$ cat config.mk
export PLATFORM = sky130hd
export DESIGN_NAME = sdram_bank_guard
export DESIGN_NICKNAME = d
export VERILOG_FILES = /design/src/rtl/sbg_pkg.sv /design/src/rtl/sbg_bank.sv /design/src/rtl/sbg_rules.sv /design/src/rtl/sdram_bank_guard.sv
export SDC_FILE = /design/constraint.sdc
export NUM_CORES = 1
export LEC_CHECK = 0
export BUFFER_PORTS_ARGS = -buffer_cell sky130_fd_sc_hd__buf_2
export CAP_MARGIN = 15
export CORE_MARGIN = 1
export CORE_UTILIZATION = 60
export CTS_CLUSTER_SIZE = 24
export DETAILED_ROUTE_END_ITERATION = 10
export PLACE_DENSITY = 0.8
export REMOVE_ABC_BUFFERS = 1
export SYNTH_ARGS = -nofsm -noshare
export SYNTH_HDL_FRONTEND = slang
export SYNTH_HIERARCHICAL = 1
export SYNTH_SLANG_ARGS = --single-unit
export TNS_END_PERCENT = 10
$ cat constraint.sdc
create_clock -name clk -period 10.2 [get_ports clk]
set_clock_uncertainty 0.2 [all_clocks]
set_input_delay 0.51 -clock clk [delete_from_list [all_inputs] [get_ports clk]]
set_output_delay 0.51 -clock clk [all_outputs]
set_load 0.01 [all_outputs]
$ cat src/rtl/sbg_pkg.sv
package sbg_pkg;

  typedef enum logic [2:0] {
    OP_NOP = 3'd0,
    OP_ACT = 3'd1,
    OP_RD  = 3'd2,
    OP_WR  = 3'd3,
    OP_PRE = 3'd4
  } op_e;

  typedef enum logic [1:0] {
    BK_IDLE    = 2'd0,
    BK_OPEN    = 2'd1,
    BK_CLOSING = 2'd2,
    BK_AUTOPRE = 2'd3
  } bank_st_e;

  typedef enum logic [3:0] {
    E_NONE      = 4'd0,
    E_NOT_IDLE  = 4'd1,
    E_TRC       = 4'd2,
    E_TRRD      = 4'd3,
    E_NOT_OPEN  = 4'd4,
    E_TRCD      = 4'd5,
    E_AP_BUSY   = 4'd6,
    E_TRAS      = 4'd7,
    E_AP_FULL   = 4'd8
  } err_e;

endpackage

$ cat src/rtl/sbg_bank.sv
module sbg_bank
  import sbg_pkg::*;
#(
  parameter int T_RP    = 2,
  parameter int AGE_MAX = 7,
  parameter int AGE_W   = 3,
  parameter int WAIT_W  = 3
) (
  input  logic              clk,
  input  logic              rst_n,
  input  logic              do_act,
  input  logic              do_pre,
  input  logic              do_ap,
  input  logic [WAIT_W-1:0] ap_wait,
  output bank_st_e          st_q,
  output logic [AGE_W-1:0]  age_q
);

  localparam logic [AGE_W-1:0]  AGE_SAT = AGE_W'(AGE_MAX);
  localparam logic [WAIT_W-1:0] RP_LOAD = WAIT_W'((T_RP > 1) ? T_RP - 1 : 0);
  localparam bank_st_e          PRE_ST  = (T_RP > 1) ? BK_CLOSING : BK_IDLE;

  bank_st_e          st_d;
  logic [WAIT_W-1:0] wait_q, wait_d;
  logic [AGE_W-1:0]  age_d;
  logic              age_en;

  always_comb begin
    st_d   = st_q;
    wait_d = wait_q;
    age_en = (age_q != AGE_SAT);
    age_d  = age_q + 1'b1;
    unique case (st_q)
      BK_CLOSING: begin
        if (wait_q <= WAIT_W'(1)) st_d = BK_IDLE;
        else                      wait_d = wait_q - 1'b1;
      end
      BK_AUTOPRE: begin
        if (wait_q == '0) begin
          st_d   = PRE_ST;
          wait_d = RP_LOAD;
        end else begin
          wait_d = wait_q - 1'b1;
        end
      end
      default: ;
    endcase
    if (do_act) begin
      st_d   = BK_OPEN;
      age_en = 1'b1;
      age_d  = AGE_W'(1);
    end
    if (do_pre) begin
      st_d   = PRE_ST;
      wait_d = RP_LOAD;
    end
    if (do_ap) begin
      st_d   = BK_AUTOPRE;
      wait_d = ap_wait;
    end
  end

  always_ff @(posedge clk or negedge rst_n) begin
    if (!rst_n) begin
      st_q   <= BK_IDLE;
      wait_q <= '0;
      age_q  <= AGE_SAT;
    end else begin
      st_q   <= st_d;
      wait_q <= wait_d;
      if (age_en) age_q <= age_d;
    end
  end

endmodule

$ cat src/rtl/sbg_rules.sv
module sbg_rules
  import sbg_pkg::*;
#(
  parameter int NUM_BANKS = 4,
  parameter int BANK_W    = 2,
  parameter int AGE_W     = 3,
  parameter int RRD_W     = 2,
  parameter int T_RC      = 7,
  parameter int T_RAS     = 5,
  parameter int T_RCD     = 2,
  parameter int T_RRD     = 2,
  parameter int RD_DLY    = 4,
  parameter int WR_DLY    = 5,
  parameter bit FULL_PAGE = 1'b0
) (
  input  logic [2:0]                        op,
  input  logic [BANK_W-1:0]                 bank,
  input  logic                              a10,
  input  logic [NUM_BANKS-1:0][1:0]         st_vec,
  input  logic [NUM_BANKS-1:0][AGE_W-1:0]   age_vec,
  input  logic [RRD_W-1:0]                  rrd_age,
  output logic                              legal,
  output err_e                              code
);

  logic [1:0]       sel_st;
  logic [AGE_W-1:0] sel_age;
  logic             any_busy, any_short;
  int               ap_dly;

  always_comb begin
    sel_st    = st_vec[bank];
    sel_age   = age_vec[bank];
    ap_dly    = (op == OP_RD) ? RD_DLY : WR_DLY;
    any_busy  = 1'b0;
    any_short = 1'b0;
    for (int i = 0; i < NUM_BANKS; i++) begin
      if (a10 || (BANK_W'(i) == bank)) begin
        if (st_vec[i] == BK_AUTOPRE) any_busy = 1'b1;
        if (st_vec[i] == BK_OPEN && int'(age_vec[i]) < T_RAS) any_short = 1'b1;
      end
    end
    code = E_NONE;
    unique case (op)
      OP_ACT: begin
        if (sel_st != BK_IDLE)             code = E_NOT_IDLE;
        else if (int'(sel_age) < T_RC)     code = E_TRC;
        else if (int'(rrd_age) < T_RRD)    code = E_TRRD;
      end
      OP_RD, OP_WR: begin
        if (sel_st == BK_AUTOPRE)          code = E_AP_BUSY;
        else if (sel_st != BK_OPEN)        code = E_NOT_OPEN;
        else if (int'(sel_age) < T_RCD)    code = E_TRCD;
        else if (a10 && (int'(sel_age) + ap_dly < T_RAS)) code = E_TRAS;
        else if (a10 && FULL_PAGE)         code = E_AP_FULL;
      end
      OP_PRE: begin
        if (any_busy)                      code = E_AP_BUSY;
        else if (any_short)                code = E_TRAS;
      end
      default: ;
    endcase
    legal = (code == E_NONE);
  end

endmodule

$ cat src/rtl/sdram_bank_guard.sv
module sdram_bank_guard
  import sbg_pkg::*;
#(
  parameter int NUM_BANKS = 4,
  parameter int T_RC      = 7,
  parameter int T_RAS     = 5,
  parameter int T_RCD     = 2,
  parameter int T_RP      = 2,
  parameter int T_RRD     = 2,
  parameter int T_WR      = 2,
  parameter int BURST_LEN = 4,
  parameter bit FULL_PAGE = 1'b0,
  localparam int BANK_W   = $clog2(NUM_BANKS)
) (
  input  logic                   clk,
  input  logic                   rst_n,
  input  logic                   cmd_vld,
  input  logic [2:0]             cmd_op,
  input  logic [BANK_W-1:0]      cmd_bank,
  input  logic                   cmd_a10,
  output logic [2*NUM_BANKS-1:0] bank_state,
  output logic                   cmd_ok,
  output logic                   cmd_err,
  output logic [3:0]             err_code
);

  localparam int RD_DLY   = BURST_LEN;
  localparam int WR_DLY   = BURST_LEN - 1 + T_WR;
  localparam int AGE_MAX0 = (T_RC > T_RAS) ? T_RC : T_RAS;
  localparam int AGE_MAX  = (AGE_MAX0 > T_RCD) ? AGE_MAX0 : T_RCD;
  localparam int AGE_W    = $clog2(AGE_MAX + 1);
  localparam int RRD_W    = $clog2(T_RRD + 1);
  localparam int WAIT_M0  = (RD_DLY > WR_DLY) ? RD_DLY : WR_DLY;
  localparam int WAIT_MAX = (WAIT_M0 > T_RP) ? WAIT_M0 : T_RP;
  localparam int WAIT_W   = $clog2(WAIT_MAX + 1);
  localparam logic [WAIT_W-1:0] RD_LOAD = WAIT_W'(RD_DLY - 1);
  localparam logic [WAIT_W-1:0] WR_LOAD = WAIT_W'(WR_DLY - 1);
  localparam logic [RRD_W-1:0]  RRD_SAT = RRD_W'(T_RRD);

  logic [NUM_BANKS-1:0][1:0]       st_pk;
  logic [NUM_BANKS-1:0][AGE_W-1:0] age_pk;
  logic [RRD_W-1:0]                rrd_q, rrd_d;
  logic                            rrd_en;
  logic                            legal, accept;
  err_e                            code;
  logic                            ok_d, err_d;
  logic [3:0]                      code_d;

  sbg_rules #(
    .NUM_BANKS(NUM_BANKS), .BANK_W(BANK_W), .AGE_W(AGE_W), .RRD_W(RRD_W),
    .T_RC(T_RC), .T_RAS(T_RAS), .T_RCD(T_RCD), .T_RRD(T_RRD),
    .RD_DLY(RD_DLY), .WR_DLY(WR_DLY), .FULL_PAGE(FULL_PAGE)
  ) u_rules (
    .op(cmd_op), .bank(cmd_bank), .a10(cmd_a10),
    .st_vec(st_pk), .age_vec(age_pk), .rrd_age(rrd_q),
    .legal(legal), .code(code)
  );

  assign accept = cmd_vld && legal;

  for (genvar i = 0; i < NUM_BANKS; i++) begin : g_bank
    bank_st_e         st_w;
    logic             hit, b_act, b_pre, b_ap;

    assign hit   = (cmd_bank == BANK_W'(i));
    assign b_act = accept && (cmd_op == OP_ACT) && hit;
    assign b_pre = accept && (cmd_op == OP_PRE) && (st_w == BK_OPEN) && (cmd_a10 || hit);
    assign b_ap  = accept && ((cmd_op == OP_RD) || (cmd_op == OP_WR)) && cmd_a10 && hit;

    sbg_bank #(
      .T_RP(T_RP), .AGE_MAX(AGE_MAX), .AGE_W(AGE_W), .WAIT_W(WAIT_W)
    ) u_bank (
      .clk(clk), .rst_n(rst_n),
      .do_act(b_act), .do_pre(b_pre), .do_ap(b_ap),
      .ap_wait((cmd_op == OP_RD) ? RD_LOAD : WR_LOAD),
      .st_q(st_w), .age_q(age_pk[i])
    );

    assign st_pk[i]            = st_w;
    assign bank_state[2*i +: 2] = st_w;
  end

  always_comb begin
    rrd_en = accept && (cmd_op == OP_ACT);
    rrd_d  = RRD_W'(1);
    if (!rrd_en && (rrd_q != RRD_SAT)) begin
      rrd_en = 1'b1;
      rrd_d  = rrd_q + 1'b1;
    end
    ok_d   = cmd_vld && legal;
    err_d  = cmd_vld && !legal;
    code_d = cmd_vld ? code : E_NONE;
  end

  always_ff @(posedge clk or negedge rst_n) begin
    if (!rst_n) begin
      rrd_q    <= RRD_SAT;
      cmd_ok   <= 1'b0;
      cmd_err  <= 1'b0;
      err_code <= 4'd0;
    end else begin
      if (rrd_en) rrd_q <= rrd_d;
      cmd_ok   <= ok_d;
      cmd_err  <= err_d;
      err_code <= code_d;
    end
  end

endmodule

# Word level (Yosys, flattened, before mapping)

Cells that the tools add are included.

Flip-flop bits (word level): 40
Logic and storage cells: 229

Add/subtract/negate cells: 10
$lt $le $gt $ge: 13
Equality and inequality tests: 41
Multiplexer cells: 87
Reduce and logical (&&, ||, !) cells: 62

Operator list:

| cell                  | count |
|---|---|
| $mux W3               | 24 |
| $mux W2               | 23 |
| $ne A5 B4 Y1 const B  | 8 |
| $add A4 B32 Y32       | 1 |
| $lt A32 B4 Y1 const B | 1 |
| $logic_and A1 B1 Y1   | 28 |
| $mux W4               | 7 |
| $pmux W3 S2           | 4 |
| $eq A2 B2 Y1 const B  | 11 |
| $mux W1               | 22 |
| $reduce_bool A5 Y1    | 4 |
| $ne A4 B4 Y1 const B  | 4 |
| $pmux W2 S2           | 4 |
| $reduce_bool A4 Y1    | 4 |
| $lt A3 B3 Y1 const B  | 5 |
| $add A3 B1 Y3 const B | 4 |
| $le A3 B1 Y1 const B  | 4 |
| $logic_not A3 Y1      | 4 |
| $ne A3 B3 Y1 const B  | 4 |
| $pmux W4 S3           | 1 |
| $reduce_and A3 Y1     | 4 |
| $sub A3 B1 Y3 const B | 4 |
| $eq A2 B1 Y1 const B  | 5 |
| $logic_or A1 B1 Y1    | 8 |
| 19 further kinds      | 25 |

# Depth between registers and ports, before layout

Gate-level depths: netlist of run 1.

Word-level depth: 20
Gate-level depth with buffers: 15
Mapped depth without buffers: 15

# Cells and area by module

The synthesis of run 1 kept the hierarchy.

Modules (own cells, without submodules):

| module           | times used | cells an instance | area each (µm²) |
|---|---|---|---|
| sbg_bank         | 4          | 44                | 495.5 |
| sdram_bank_guard | 1          | 48                | 511.7 |
| sbg_rules        | 1          | 63                | 486.7 |

# Worst setup path before layout of run 1

OpenSTA, ideal clock, no wires.

Path kind: input port to flip-flop
From: input cmd_bank[0]
To: register g_bank[3].u_bank.wait_q[0]
Setup time: 0.125 ns
Data arrival time: 4.187 ns
Data required time: 9.875 ns
Slack: 5.688 ns
Stages on the path: 15
Buffers on the path: 1
Path through: buf_6 > mux4_2 > ha_1 > ha_1 > nor2_1 > o21ai_0 > nor2_1 > a21o_1 > a31oi_1 > nor4b_1 > nand4b_1 > nor3_1 > a211o_1 > a31oi_4 > mux2_4

Cells in the longest elaborated chain, start to end: 19
Elaborated cells between the ends (all ways): 58

Ends and longest elaborated chain:

| what                                                                | RTL line               | RTL |
|---|---|---|
| start: declaration                                                  | sdram_bank_guard.sv:19 | `input logic [BANK_W-1:0] cmd_bank,` |
| branches (longest 11 deep; another with $add A4 B32 Y32)            | --                     |  |
| $pmux W4 S3 (*)                                                     | sbg_rules.sv:44        | `unique case (op)` |
| $logic_not A4 Y1 (*)                                                | sbg_rules.sv:63        | `legal = (code == E_NONE);` |
| via legal                                                           | sdram_bank_guard.sv:44 | `logic legal, accept;` |
| $logic_and A1 B1 Y1 (*)                                             | sdram_bank_guard.sv:59 | `assign accept = cmd_vld && legal;` |
| $logic_and A1 B1 Y1 (*) (3 in series)                               | sdram_bank_guard.sv:68 | `assign b_ap = accept && ((cmd_op == OP_RD) \|\| (cmd_op == OP_WR)) && cmd_a10 && hit;` |
| via g_bank[3].b_ap                                                  | sdram_bank_guard.sv:63 | `logic hit, b_act, b_pre, b_ap;` |
| $ne A4 B4 Y1 (no line) / $reduce_bool A4 Y1 (equally long branches) | --                     |  |
| $reduce_and A2 Y1 (no line)                                         | --                     |  |
| end signal: assignment                                              | sbg_bank.sv:70         | `wait_q <= wait_d;` |
| end: declaration                                                    | sbg_bank.sv:24         | `logic [WAIT_W-1:0] wait_q, wait_d;` |

Mark *: on every way through the listed nets, which the timed path passes. The select of a mux whose other input is x is not followed.
A chain may end at the register's enable or synchronous reset.

# Final worst setup path of run 1

From: input cmd_bank[0]
To: register g_bank[1].u_bank.wait_q[0]

Cells in the longest elaborated chain, start to end: 19
Elaborated cells between the ends (all ways): 58

Ends and longest elaborated chain:

| what                                                                | RTL line |
|---|---|
| branches (longest 11 deep; another with $add A4 B32 Y32)            | -- |
| $pmux W4 S3 (*)                                                     | sbg_rules.sv:44 |
| $logic_not A4 Y1 (*)                                                | sbg_rules.sv:63 |
| via legal                                                           | sdram_bank_guard.sv:44 |
| $logic_and A1 B1 Y1 (*)                                             | sdram_bank_guard.sv:59 |
| $logic_and A1 B1 Y1 (*) (3 in series)                               | sdram_bank_guard.sv:68 |
| via g_bank[1].b_ap                                                  | sdram_bank_guard.sv:63 |
| $ne A4 B4 Y1 (no line) / $reduce_bool A4 Y1 (equally long branches) | -- |
| $reduce_and A2 Y1 (no line)                                         | -- |
| end signal: assignment                                              | sbg_bank.sv:70 |
| end: declaration                                                    | sbg_bank.sv:24 |

Marked as above.

==> results.yml, run 1 <==
yosys:
  synth_top_area_share_pct: 22.7
  synth_top_family_by_area: "simple AND/OR/NAND/NOR gates"
  synth_top_area_cell: "dfrtp_1"
  avgSynthCellArea_um2: 10.4
  synthMuxAreaShare_pct: 9.82
  synth-xor-area-share_pct: 1.47
  synth_most_common_cell: "dfrtp_1"
  synth_edf_count: 0
  yosys_warnings: 6
  synth_seq_area_share_pct: 34.1
  synth_cell_types: 50
  ys.flop_type: "dfrtp_1"
  ys_ff_latch: 40
  synth_compound_area_share_pct: 18.1
  synth_area_leaders: "dfrtp_1 (23%), dfstp_2 (11%), ha_1 (9.7%), mux2i_1 (4.0%), mux4_2 (3.8%)"
  synth_area_um2: 2980
  synth_common_cells: "dfrtp_1 (27), ha_1 (23), nor2_1 (19)"
  ys_async_sr_fraction_pct: 100
  postSynthCellCount: 287
  synthSimpleGateAreaFrac_pct: 23.5
  synth-adder-area-share_pct: 9.66
timing:
  min_period_ns: 5.02
  setup_slack_ns: 5.18
  relSlewSlack_pct: 40.0
  fmax_mhz: 199
  worst_slew_pin_slew_ns: 0.900
  finalSetupViolCount: 0
  hold_violations: 0
  rsz0062_at_grt: "false"
  finalCritPeriodShare_pct: 49.2
  finalSetupTns_ns: 0
  drv_slew: 0
outcome:
  status: "finished, final reports clean"
die:
  num_io_pins: 23
  die_h_um: 72.5
  fp.dieW_um: 72.5
  start_util_pct: 62.7
  core_um2: 4750
  dieArea_um2: 5250
  num_rows: 25
global_routing:
  grt_max_degree: 41
  grt_pass1_vias: 2314
  overflow: 0
  antenna_found_initial: 0
  grt_pass1_wl_um: 10800
  grt_use_total_pct: 26.6
clocking:
  cts_resized: 0
  worstSkewPairLatency_ns: 0.30
  cts_setup_buffers: 0
  postCtsHoldBufs: 0
  cts_tree: "yes"
  clockBufferDepth: 2
  cts-root-buf: "clkbuf_8"
  htreeDepth: 2
  clkSinkCount: 40
  clk_pin_slew_worst_paths_ns: 0.09
  numCtsBuffers: 5
drt:
  drcViolationCount: 0
  wirelength_um: 6350
  drt-pass1-iter-count: 4
  avgRoutedWirePerCell_um: 16.6
  drt-initial-drc-count: 183
  postRouteAntennaNets: 0
  vias: 2324
  viasPerCell: 6.08
hold_path:
  hold_class: "in -> async"
setup_path:
  cp-start-kind: "primary input"
  crit_arrival_ns: 5.00
  required_ns: 10.18
  cp-end-kind: "flop"
  critPathMaxFanout: 13
  crit_type: "in -> reg"
  timing.rr.start: "g_bank[3].u_bank/age_q[0]"
  crit_start: "cmd_bank[0]"
final_layout:
  post-route-util_pct: 68.2
  syn_to_final_growth_pct: 8.86
  antennaDiodeCount: 0
  fin_nets: 346
  final_design_area_no_fill_um2: 3240
  n_fill_cell: 398
  drive_above_1_share_pct: 24.4
power:
  p_seq_share_pct: 39.2
  p_clk_share_pct: 13.1
  p_switching_mw: 0.356
  p_int_mw: 0.505
  ir_drop_v: 0.000122
  combPwrFrac_pct: 47.7
  p_per_area_nw_per_um2: 265
  swShare_pct: 41.3
  p_leak_nw: 1.45
placed_design:
  place.gp.congestion: 0.859
  port_buffers: 22
  preCtsSetupSlack_ns: 4.93
  post-dp-hpwl_um: 4590
  placed_area_um2: 3150
flow_run:
  drv_cap: 0
## stage by stage
| stage | power [mW] | instances | hold slack, ns |
|---|---|---|---|
| 2_1_floorplan | 0.635 | 284 | 0.0144 |
| 3_3_place_gp | 0.726 | 374 | 0.302 |
| 3_5_place_dp | 0.744 | 374 | 0.307 |
| 4_1_cts | 0.858 | 382 | 0.166 |
| 5_1_grt | 0.931 | 382 | 0.222 |
| 6_report | 0.860 | 382 | 0.139 |
## power groups by stage
stage	Clock [mW]	Sequential, mW	Combinational (mW)
after global placement	0	0.334	0.392
after floorplan	0	0.314	0.321
after CTS	0.113	0.335	0.410
after detailed placement	0	0.337	0.407
final	0.113	0.337	0.410
after global routing	0.120	0.349	0.462
## metal layers
| layer | routed length, um | GRT usage (%) | vias up |
|---|---|---|---|
| li1 | - | - | 1113 |
| met1 | 2870 | 34.5 | 1114 |
| met2 | 3050 | 43.8 | 79 |
| met3 | 298 | 4.31 | 18 |
| met4 | 123 | 11.8 | 0 |
| met5 | 0 | 0 | - |
## final timing paths
check / cells after the start / slack, ns / end
worst max-delay path: 15 / 5.18 / g_bank[1].u_bank/wait_q[0]
worst min-delay path: 1 / 0.14 / g_bank[1].u_bank/wait_q[1]
worst max register to register: 14 / 5.35 / g_bank[1].u_bank/wait_q[0]
worst min register to register: 2 / 0.31 / rrd_q[1]
max in group asynchronous: 1 / 9.11 / g_bank[1].u_bank/wait_q[0]
min in group clk: 2 / 0.31 / rrd_q[1]
## sequential cells by signal (all words and copies together), names as in the netlist
register              cells
cmd_ok                    1
g_bank.u_bank/age_q      12
err_code                  4
rrd_q                     2
g_bank.u_bank/st_q        8
g_bank.u_bank/wait_q     12
cmd_err                   1
## layout by cell type, fill, tap and decap left out, drive strengths merged, types with 2 or more instances in the layout
cell type / instances
nor2: 19
nor3: 12
o21ai: 19
a32oi: 8
or3: 4
clkbuf: 6
ha: 23
dfrtp: 27
a2111oi: 4
and3: 3
nor3b: 2
nand3b: 5
nand2: 11
a21o: 3
inv: 17
buf: 23
nor2b: 10
or2: 3
dfstp: 13
clkinv: 2
a21oi: 5
and2: 5
mux2i: 12
a31oi: 9
nand3: 5
o21bai: 6
xor2: 5
nand4b: 7
mux4: 5
a211o: 4
a22oi: 4
mux2: 4
nand2b: 21
## cells by family (layout without fill, tap and decap cells)
family          after synthesis  count (layout)
fa+ha+maj                    23              23
compound gates               65              65
simple gates                112             112
mux                          21              21
other cells                   1               1
xor+xnor                      5               5
buf+inv                      20              48
flops                        40              40
## worst max-delay path: stages
cell and delay, ns:
buf_2 0.27, mux4_2 0.59, ha_1 0.24, ha_1 0.28, nor2_1 0.04, o21ai_0 0.20
nor2_1 0.07, a21o_1 0.18, a31oi_1 0.20, nor4b_1 0.71, nand4b_1 0.42, nor3_1 0.66
a211o_1 0.24, a31oi_4 0.06, mux2_4 0.33
## layout make-up
cell class	instances	area, um^2	share of cell area [%]
multi-input combinational	227	1870	57.6
clock inverter	2	10.0	0.309
inverter	17	63.8	1.97
clock buffer	6	82.6	2.55
tap	67	83.8	2.58
sequential	40	1020	31.4
timing repair buffer	23	118	3.63
Power figures use the tool's default switching activity.
==> run 2, diff against run 1 <==
Settings changed: ABC_AREA set to 1, PLACE_DENSITY 0.8 to 0.79.
Clock period 10.2 ns to 5.2 ns, I/O delays scaled along.
==> run 2 against run 1 <==
  * Final cell count up 54%
  * Die area up 9.3%
  * Power up 110%
  * Synthesized cell count up 71%
  * Register-to-register slack worse by 3.6 ns
  * Area after synthesis up 9.6%
  * Flip-flop and latch count unchanged
  * Critical path type unchanged
  * Largest cell class unchanged
==> results.yml, run 2 <==
clocking:
  clk_pin_slew_worst_paths_ns: 0.08
  numCtsBuffers: 5
  htreeDepth: 2
  cts-root-buf: "clkbuf_8"
  worstSkewPairLatency_ns: 0.29
  clockBufferDepth: 2
  clkSinkCount: 40
  cts_setup_buffers: 0
  cts_tree: "yes"
drt:
  top_layer: "met4"
  postRouteAntennaNets: 0
  wl_met1_um: 3190
  viasPerCell: 5.19
  drcViolationCount: 0
  wirelength_um: 6840
  vias: 3059
  avgRoutedWirePerCell_um: 11.6
  drt-initial-drc-count: 220
  drt-pass1-iter-count: 4
  wl_met3_um: 296
  met2WireLength_um: 3250
yosys:
  synth_area_leaders: "dfrtp_1 (21%), nand2_1 (18%), dfstp_2 (10%), ha_1 (8.8%), nand3_1 (8.1%)"
  synth_edf_count: 0
  ys_ff_latch: 40
  ys.flop_type: "dfrtp_1"
  synth_cell_types: 27
  postSynthCellCount: 491
  synth_top_area_cell: "dfrtp_1"
  synth_seq_area_share_pct: 31.1
  avgSynthCellArea_um2: 6.65
  synth_most_common_cell: "nand2_1"
  synth_top_area_share_pct: 20.7
  ys_async_sr_fraction_pct: 100
  yosys_warnings: 6
  synth_common_cells: "nand2_1 (159), nand3_1 (53), inv_1 (51)"
  synth_area_um2: 3270
setup_path:
  cpMostUsedCell: "nand2_1"
  path_buf_inv: 4
  required_ns: 5.18
  crit_type: "in -> reg"
  critPathMaxStageDelay_ns: 0.39
  reg2reg_depth: 25
  cpMaxStageDelayCell: "nor2_1"
  critical-path-top-delay-family: "simple AND/OR/NAND/NOR gates"
  cp-start-kind: "primary input"
  cp-end-kind: "flop"
  path_depth: 27
  crit_arrival_ns: 3.40
  critPathMaxFanout: 19
global_routing:
  grt_max_degree: 41
  antenna_found_initial: 0
  grt_pass1_wl_um: 11100
  grt_use_total_pct: 25.4
  grt_pass1_vias: 2590
  overflow: 0
die:
  die_h_um: 75.8
  num_rows: 26
  core_um2: 5170
  dieArea_um2: 5740
  num_io_pins: 23
  fp.dieW_um: 75.8
  start_util_pct: 63.1
timing:
  worst_slew_pin_slew_ns: 0.897
  rsz0062_at_grt: "false"
  min_period_ns: 3.41
  finalSetupViolCount: 0
  relSlewSlack_pct: 40.2
  fmax_mhz: 293
  finalCritPeriodShare_pct: 65.6
  drv_slew: 0
  finalSetupTns_ns: 0
  hold_violations: 0
hold_path:
  hold_class: "in -> reg"
  whs_path_depth: 3
final_layout:
  fin_cells: 589
  syn_to_final_growth_pct: 8.28
  n_fill_cell: 450
  fin_nets: 550
  final_cell_mix: "nand2_1 (159), nand3_1 (53), inv_1 (51)"
  antennaDiodeCount: 0
  drive_above_1_share_pct: 17.7
  top_regs: "g_bank.u_bank/age_q (12), g_bank.u_bank/wait_q (12), g_bank.u_bank/st_q (8)"
  final_common_cell: "nand2_1"
power:
  p_per_area_nw_per_um2: 513
  p_leak_nw: 1.91
  ir_drop_v: 0.000263
placed_design:
  dp_cells: 580
  port_buffers: 22
  post-dp-hpwl_um: 5150
  place.gp.congestion: 0.894
outcome:
  status: "finished, final reports clean"
flow_run:
  drv_cap: 0
[run 2: cell families (layout without fill, tap and decap cells)]
logic type / count (synthesis) / after routing / share of synthesized area (%)
AOI/OAI and AO/OA: 35 / 35 / 5.94
other: 1 / 1 / 0.115
adders and majority gates: 23 / 23 / 8.81
and+or+nand+nor: 322 / 322 / 45.3
DFF: 40 / 40 / 31.1
buffers and inverters: 70 / 98 / 8.70
[run 2: timing repair]
| action | 4_1_cts | 5_1_grt |
|---|---|---|
| hold buffers | 1 | 0 |
| resized for setup | 0 | 0 |
| endpoints found under the hold margin | 27 | 0 |
[run 2: stage by stage]
step,util (%),hold WS [ns],cell area [um^2],setup WS (ns),power [mW]
floorplan,-,-0.236,3240,2.29,1.36
global placement,66.4,0.237,3430,1.67,1.56
detailed placement,66.4,0.245,3430,1.53,1.60
CTS,68.4,0.0229,3540,1.83,1.82
global route,68.4,0.0294,3540,1.28,2.00
finish,68.4,0.0251,3540,1.79,1.81
[run 2: layout make-up]
type	instances	area [um^2]	share of cell area (%)
multi-input cells	381	1960	55.6
flip-flops and latches	40	1020	28.8
clock buffers	6	82.6	2.34
well taps	70	87.6	2.48
inverters	67	254	7.18
clock inverters	2	10.0	0.283
repair buffers	23	120	3.40
[run 2: worst paths after layout]
kind | slack, ns | endpoint | start
min in group asynchronous | 0.43 | g_bank[0].u_bank/st_q[1] | rst_n
worst min-delay path | 0.03 | err_code[0] | cmd_vld
worst max register to register | 1.80 | g_bank[1].u_bank/wait_q[2] | g_bank[3].u_bank/age_q[0]
worst max-delay path | 1.79 | g_bank[1].u_bank/wait_q[2] | cmd_bank[0]
worst min register to register | 0.29 | rrd_q[0] | rrd_q[0]
max in group asynchronous | 3.81 | g_bank[2].u_bank/st_q[0] | rst_n
[run 2: where the power goes]
| part | internal [mW] | total, mW | switching, mW |
|---|---|---|---|
| Clock | 0.106 | 0.213 | 0.107 |
| Combinational | 0.378 | 0.921 | 0.544 |
| Sequential | 0.494 | 0.678 | 0.183 |
[run 2: worst min-delay path: cells and delay by family]
kind,cells,cell delay (ns)
AND/OR/NAND/NOR,1,0.06
buffers and inverters,2,0.17
[run 2: routing by layer]
layer,GRT usage (%),vias up
met1,32.4,1353
met5,0,-
met4,10.1,0
li1,-,1617
met2,43.1,75
met3,3.84,14
